`src/rtl/frame_pool_pkg.sv`:
```
package frame_pool_pkg;
  typedef enum logic [1:0] {
    CNT_HOLD = 2'd0,
    CNT_DEC  = 2'd1,
    CNT_INC  = 2'd2
  } cnt_op_e;
endpackage

```
`src/rtl/fp_ring.sv`:
```
module fp_ring #(
  parameter int NUM_FRAMES = 256,
  localparam int ID_W = $clog2(NUM_FRAMES)
) (
  input  logic            clk,
  input  logic            rst,
  input  logic            pop,
  input  logic            push,
  input  logic [ID_W-1:0] push_id,
  output logic [ID_W-1:0] pop_id
);
  localparam logic [ID_W-1:0] LAST = ID_W'(NUM_FRAMES - 1);

  logic [ID_W-1:0] store [NUM_FRAMES];
  logic [ID_W-1:0] head_q, tail_q, rd_mem_q, rd_ptr_q;
  logic            first_lap_q, rd_orig_q;

  // queue storage: no reset so it maps onto block RAM
  always_ff @(posedge clk) begin
    if (push) store[tail_q] <= push_id;
  end

  always_ff @(posedge clk) begin
    if (pop) rd_mem_q <= store[head_q];
  end

  // on the first lap every slot still holds its own index
  always_ff @(posedge clk) begin
    if (rst) begin
      head_q      <= '0;
      tail_q      <= '0;
      first_lap_q <= 1'b1;
      rd_orig_q   <= 1'b1;
      rd_ptr_q    <= '0;
    end else begin
      if (pop) begin
        rd_orig_q <= first_lap_q;
        rd_ptr_q  <= head_q;
        head_q    <= (head_q == LAST) ? '0 : head_q + 1'b1;
        if (head_q == LAST) first_lap_q <= 1'b0;
      end
      if (push) tail_q <= (tail_q == LAST) ? '0 : tail_q + 1'b1;
    end
  end

  assign pop_id = rd_orig_q ? rd_ptr_q : rd_mem_q;

  // once the first lap is over it never comes back without reset
  assert_lap_once_R3: assert property (@(posedge clk) disable iff (rst)
    !first_lap_q |=> !first_lap_q);
endmodule

```
`src/rtl/fp_owner.sv`:
```
module fp_owner #(
  parameter int NUM_FRAMES = 256,
  localparam int ID_W = $clog2(NUM_FRAMES)
) (
  input  logic            clk,
  input  logic            rst,
  input  logic            set_en,
  input  logic [ID_W-1:0] set_id,
  input  logic            clr_en,
  input  logic [ID_W-1:0] clr_id,
  input  logic [ID_W-1:0] query_id,
  output logic            owned
);
  logic [NUM_FRAMES-1:0] busy_q;

  // clear after set: a frame returned right after its grant ends free
  always_ff @(posedge clk) begin
    if (rst) begin
      busy_q <= '0;
    end else begin
      if (set_en) busy_q[set_id] <= 1'b1;
      if (clr_en) busy_q[clr_id] <= 1'b0;
    end
  end

  // a grant still being recorded counts as owned
  assign owned = busy_q[query_id] | (set_en && (set_id == query_id));

  // the queue never hands out a frame that is already owned
  assert_grant_was_free_R3: assert property (@(posedge clk) disable iff (rst)
    set_en |-> !busy_q[set_id]);
endmodule

```
`src/rtl/fp_level.sv`:
```
module fp_level #(
  parameter int NUM_FRAMES = 256,
  parameter int WARN_LEVEL = 4,
  localparam int CNT_W = $clog2(NUM_FRAMES + 1)
) (
  input  logic             clk,
  input  logic             rst,
  input  logic             take,
  input  logic             give,
  output logic [CNT_W-1:0] cnt,
  output logic             warn
);
  import frame_pool_pkg::*;

  localparam logic [CNT_W-1:0] FULL = CNT_W'(NUM_FRAMES);
  localparam logic [CNT_W-1:0] THR  = CNT_W'(WARN_LEVEL);

  cnt_op_e          op;
  logic [CNT_W-1:0] cnt_q, cnt_n;
  logic             warn_q;

  always_comb begin
    if (take && !give)      op = CNT_DEC;
    else if (give && !take) op = CNT_INC;
    else                    op = CNT_HOLD;
  end

  always_comb begin
    case (op)
      CNT_DEC: cnt_n = cnt_q - 1'b1;
      CNT_INC: cnt_n = cnt_q + 1'b1;
      default: cnt_n = cnt_q;
    endcase
  end

  always_ff @(posedge clk) begin
    if (rst) begin
      cnt_q  <= FULL;
      warn_q <= (FULL <= THR);
    end else begin
      cnt_q  <= cnt_n;
      warn_q <= (cnt_n <= THR);
    end
  end

  assign cnt  = cnt_q;
  assign warn = warn_q;

  assert_cnt_bound_R2: assert property (@(posedge clk) disable iff (rst)
    cnt_q <= FULL);
  // the count moves by one at most, so the warning rises exactly at the threshold
  assert_warn_rise_R8: assert property (@(posedge clk) disable iff (rst)
    $rose(warn_q) |-> cnt_q == THR);
  assert_warn_fall_R8: assert property (@(posedge clk) disable iff (rst)
    $fell(warn_q) |-> cnt_q == THR + 1'b1);
endmodule

```
`src/rtl/frame_pool.sv`:
```
module frame_pool #(
  parameter int NUM_FRAMES = 256,
  parameter int WARN_LEVEL = 4,
  localparam int ID_W  = $clog2(NUM_FRAMES),
  localparam int CNT_W = $clog2(NUM_FRAMES + 1)
) (
  input  logic             clk,
  input  logic             rst,
  input  logic             alloc_req,
  output logic             alloc_gnt,
  output logic [ID_W-1:0]  alloc_id,
  input  logic             rel_req,
  input  logic [ID_W-1:0]  rel_id,
  output logic             rel_err,
  output logic [CNT_W-1:0] free_cnt,
  output logic             ovf_warn
);
  logic take, give, owned;
  logic gnt_q, err_q;

  assign take = alloc_req && (free_cnt != '0);
  assign give = rel_req && owned;

  always_ff @(posedge clk) begin
    if (rst) begin
      gnt_q <= 1'b0;
      err_q <= 1'b0;
    end else begin
      gnt_q <= take;
      err_q <= rel_req && !owned;
    end
  end

  fp_ring #(.NUM_FRAMES(NUM_FRAMES)) u_ring (
    .clk(clk), .rst(rst), .pop(take), .push(give),
    .push_id(rel_id), .pop_id(alloc_id)
  );

  fp_owner #(.NUM_FRAMES(NUM_FRAMES)) u_owner (
    .clk(clk), .rst(rst), .set_en(gnt_q), .set_id(alloc_id),
    .clr_en(give), .clr_id(rel_id), .query_id(rel_id), .owned(owned)
  );

  fp_level #(.NUM_FRAMES(NUM_FRAMES), .WARN_LEVEL(WARN_LEVEL)) u_level (
    .clk(clk), .rst(rst), .take(take), .give(give),
    .cnt(free_cnt), .warn(ovf_warn)
  );

  assign alloc_gnt = gnt_q;
  assign rel_err   = err_q;

  assert_refuse_empty_R4: assert property (@(posedge clk) disable iff (rst)
    alloc_gnt |-> $past(free_cnt) != '0);
  assert_err_keeps_cnt_R7: assert property (@(posedge clk) disable iff (rst)
    (rel_err && !alloc_gnt) |-> free_cnt == $past(free_cnt));
  assert_room_on_return_R5: assert property (@(posedge clk) disable iff (rst)
    give |-> free_cnt < CNT_W'(NUM_FRAMES));
endmodule

```
`config.mk`:
```
export PLATFORM = sky130hd
export DESIGN_NAME = frame_pool
export DESIGN_NICKNAME = d
export VERILOG_FILES = /design/src/rtl/frame_pool_pkg.sv /design/src/rtl/fp_ring.sv /design/src/rtl/fp_owner.sv /design/src/rtl/fp_level.sv /design/src/rtl/frame_pool.sv
export SDC_FILE = /design/constraint.sdc
export NUM_CORES = 2
export LEC_CHECK = 0
export ABC_AREA = 0
export BUFFER_PORTS_ARGS = -buffer_cell sky130_fd_sc_hd__buf_2
export CORE_UTILIZATION = 55
export CTS_CLUSTER_SIZE = 24
export DETAILED_ROUTE_END_ITERATION = 16
export GPL_TIMING_DRIVEN = 1
export HOLD_SLACK_MARGIN = 0.05
export PLACE_DENSITY = 0.7
export RECOVER_POWER = 25
export SLEW_MARGIN = 10
export SYNTH_ARGS = -nofsm -noshare
export SYNTH_HDL_FRONTEND = slang
export SYNTH_SLANG_ARGS = --single-unit
```
`constraint.sdc`:
```
create_clock -name clk -period 13.6 [get_ports clk]
set_input_delay 2.72 -clock clk [delete_from_list [all_inputs] [get_ports clk]]
set_output_delay 2.72 -clock clk [all_outputs]
set_load 0.01 [all_outputs]
```
==> metrics.txt <==
outcome finished with violations; failing checks capacitance limit, slew limit; cts hold-fix bufs 0; CTS max path bufs 3; initial antenna violation count 8; GR Util All Layers 0.265; slowest cell on the critical path clkbuf_1; Syn Nets about 4,700; Post-Layout Inst Area around 0.1 mm²; final hold violation count 0; first-pass GRT wire length between 300,000 and 400,000 µm; PnR Total Power approximately 16,000 µW; Starting Density 0.555; Avg Inst Size Synth 19.7 µm²; Max FO, Critical Path 84; CTS H-Tree Depth 4; Fill cells approximately 11,000; gp weighted congestion 0.854; TritonCTS clock tree built; slowest stage delay, CP around 3 ns; # DRC 0; Hold Crit Class flop to flop; Slew @ Worst Pin 8.84 ns; ys flop type edfxtp_1; IO Pins 32; hold slack roughly 0.45 ns; Final setup viols 0; vias in the first global route 47,200; CORE AREA between 0.15 and 0.2 mm²; max cap viols 14; Post-Route WL ~220,000 µm; count of cell types in the netlist 62; share of layout cells above drive strength 1 0.255; Row Count 150; wire per inst 31.3 µm; most common cell after layout, fill and taps aside edfxtp_1; Syn Std Cell Area between 0.09 and 0.1 mm²; commonest non-fill, non-tap cells in the layout 2,056 x edfxtp_1, 725 x mux4_2, 334 x nor2_1; 1st-pass router iterations 6; Cell Pwr Density ~150 mW/mm²; DR vias/cell about 6.7; Critical Path Start Type input pin; Most common cell on crit path a21oi_1; number of synthesized register bits 2,350; clk root buf clkbuf_16; required time worst endpoint 14.33 ns; fin crit share 0.791; Rel. slew slack -4.89; Post-synth EDFFs slightly above 2,000; Tmin final approximately 11 ns; grt total ovfl 0; static leakage around 0.031 µW; Worst-Skew Late Latency approximately 0.85 ns; final setup TNS 0 ns; Pins Over Slew Limit around 1,100; final net count approximately 4,800; CP top delay family buffers and inverters; postcts setup bufs 0; Critical Path End Type flop; unrepaired setup endpoints after global routing no; Crit path buffers/inverters 4; largest net degree at the start of global routing about 200; Placed Area roughly 0.096 mm²; CTS resizes 0; die area approximately 0.17 mm²; Yosys Warn Count 0; Num CTS Buffers between 200 and 250; PortBufs 31; die height between 400 and 500 µm; hpwl dp roughly 130,000 µm; Post-Synthesis Cells roughly 4,700; register area share after synthesis 0.728; Final Skew about 0.027 ns; final core utilization 0.615; worst-path cell chain clkbuf_1 -> nand3_1 -> or3_1 -> nand4_1 -> nand4b_1 -> o41ai_4 -> buf_4 -> inv_2 -> ha_1 -> inv_1 -> fa_1 -> a21o_1 -> a21oi_1 -> o21bai_1 -> a2111o_1 -> a31o_2 -> a21oi_1 -> xnor2_1 -> nor4b_1; antenna-violating nets left 0; Vias ~48,000; die width approximately 410 µm; Async SR Flop Fraction 0; maximum vdd drop between 0.0001 and 0.00015 V; Sink Count about 2,400; crit path kind input pin to flop; Reg clk slew, reported paths about 0.060 ns; WP data arrival around 11 ns; fmax around 93 MHz; Area Growth Syn to Fin 10.8%; First DRT Iteration DRCs 6,466
-- cells by family after synthesis --
kind of cell / after synthesis / synth area share
simple gates: 598 / 0.0281
buf+inv: 348 / 0.0148
xor+xnor: 23 / 0.00217
mux: 791 / 0.183
fa+ha+maj: 14 / 0.00197
compound gates: 594 / 0.0418
flops: 2350 / 0.728
-- per-stage QoR --
step | cells | worst slack, ns
after floorplan | 4718 | 6.20
after global placement | 6729 | 4.10
after detailed placement | 6729 | 3.91
after CTS | 7139 | 4.81
after global routing | 7140 | 2.48
final | 7142 | 2.84
-- worst paths after layout --
| path | from | to | slack, ns | depth (start not counted) |
|---|---|---|---|---|
| max | rel_id[6] | u_level.warn$_SDFF_PP0_ | 2.84 | 19 |
| min | u_ring.first_lap_q$_SDFFE_PP1P_ | u_ring.first_lap_q$_SDFFE_PP1P_ | 0.45 | 2 |
| max reg2reg | u_ring.rd_orig_q$_SDFFE_PP1P_ | u_level.warn$_SDFF_PP0_ | 7.03 | 19 |
| min reg2reg | u_ring.first_lap_q$_SDFFE_PP1P_ | u_ring.first_lap_q$_SDFFE_PP1P_ | 0.45 | 2 |
-- layer usage --
metal	wire length (µm)	track usage
met5	13	0
met3	19400	0.0475
met2	107000	0.409
met1	92200	0.397
met4	5250	0.0681
-- synthesized netlist by cell type, types with 16 or more instances --
master / number / area (µm²)
a211oi_1: 245 / 1840
a211oi_2: 20 / 250
a21oi_1: 274 / 1370
a22oi_1: 17 / 128
buf_1: 56 / 210
buf_2: 35 / 175
clkbuf_1: 232 / 871
dfxtp_1: 294 / 5890
edfxtp_1: 2056 / 61700
inv_1: 20 / 75.1
mux2i_1: 62 / 621
mux4_2: 725 / 16300
nand2_1: 122 / 458
nor2_1: 340 / 1280
nor3_1: 18 / 90.1
nor4_1: 16 / 100
-- flip-flops by register name, indices dropped and copies added (netlist names) --
signal	flops
u_ring.store	2048
u_owner.busy_q	256
u_level.cnt	9
u_ring.head_q	8
u_ring.rd_mem_q	8
u_ring.rd_ptr_q	8
u_ring.tail_q	8
alloc_gnt	1
rel_err	1
u_level.warn	1
u_ring.first_lap_q	1
u_ring.rd_orig_q	1
-- worst reg2reg max path, stage by stage, from the launching register on --
cell,delay (ns)
dfxtp_1,0.72
mux2i_1,0.85
xnor2_1,0.20
nor3_1,0.08
nand4_1,0.15
nand4b_1,0.26
o41ai_4,0.39
buf_4,0.63
inv_2,0.40
ha_1,0.35
inv_1,0.23
ha_1,0.32
a21o_1,0.20
a21oi_1,0.25
o21bai_1,0.13
a2111o_1,0.43
a31o_2,0.21
a21oi_1,0.19
xnor2_1,0.18
nor4b_1,0.27
-- final cells by class --
type	instances	area, µm²	share of cell area
multi-input cells	2020	24100	0.234
clock inverters	151	1500	0.0146
repair buffers	134	1010	0.00986
clock buffers	259	5870	0.0570
flip-flops and latches	2350	67600	0.657
diodes	3	7.51	0.0000729
inverters	21	78.8	0.000766
well taps	2204	2760	0.0268
-- power breakdown --
part,switching [µW],internal [µW]
registers,47.3,7870
clock network,2680,3560
logic,857,732
No activity file was read; power rests on OpenSTA's default activity.
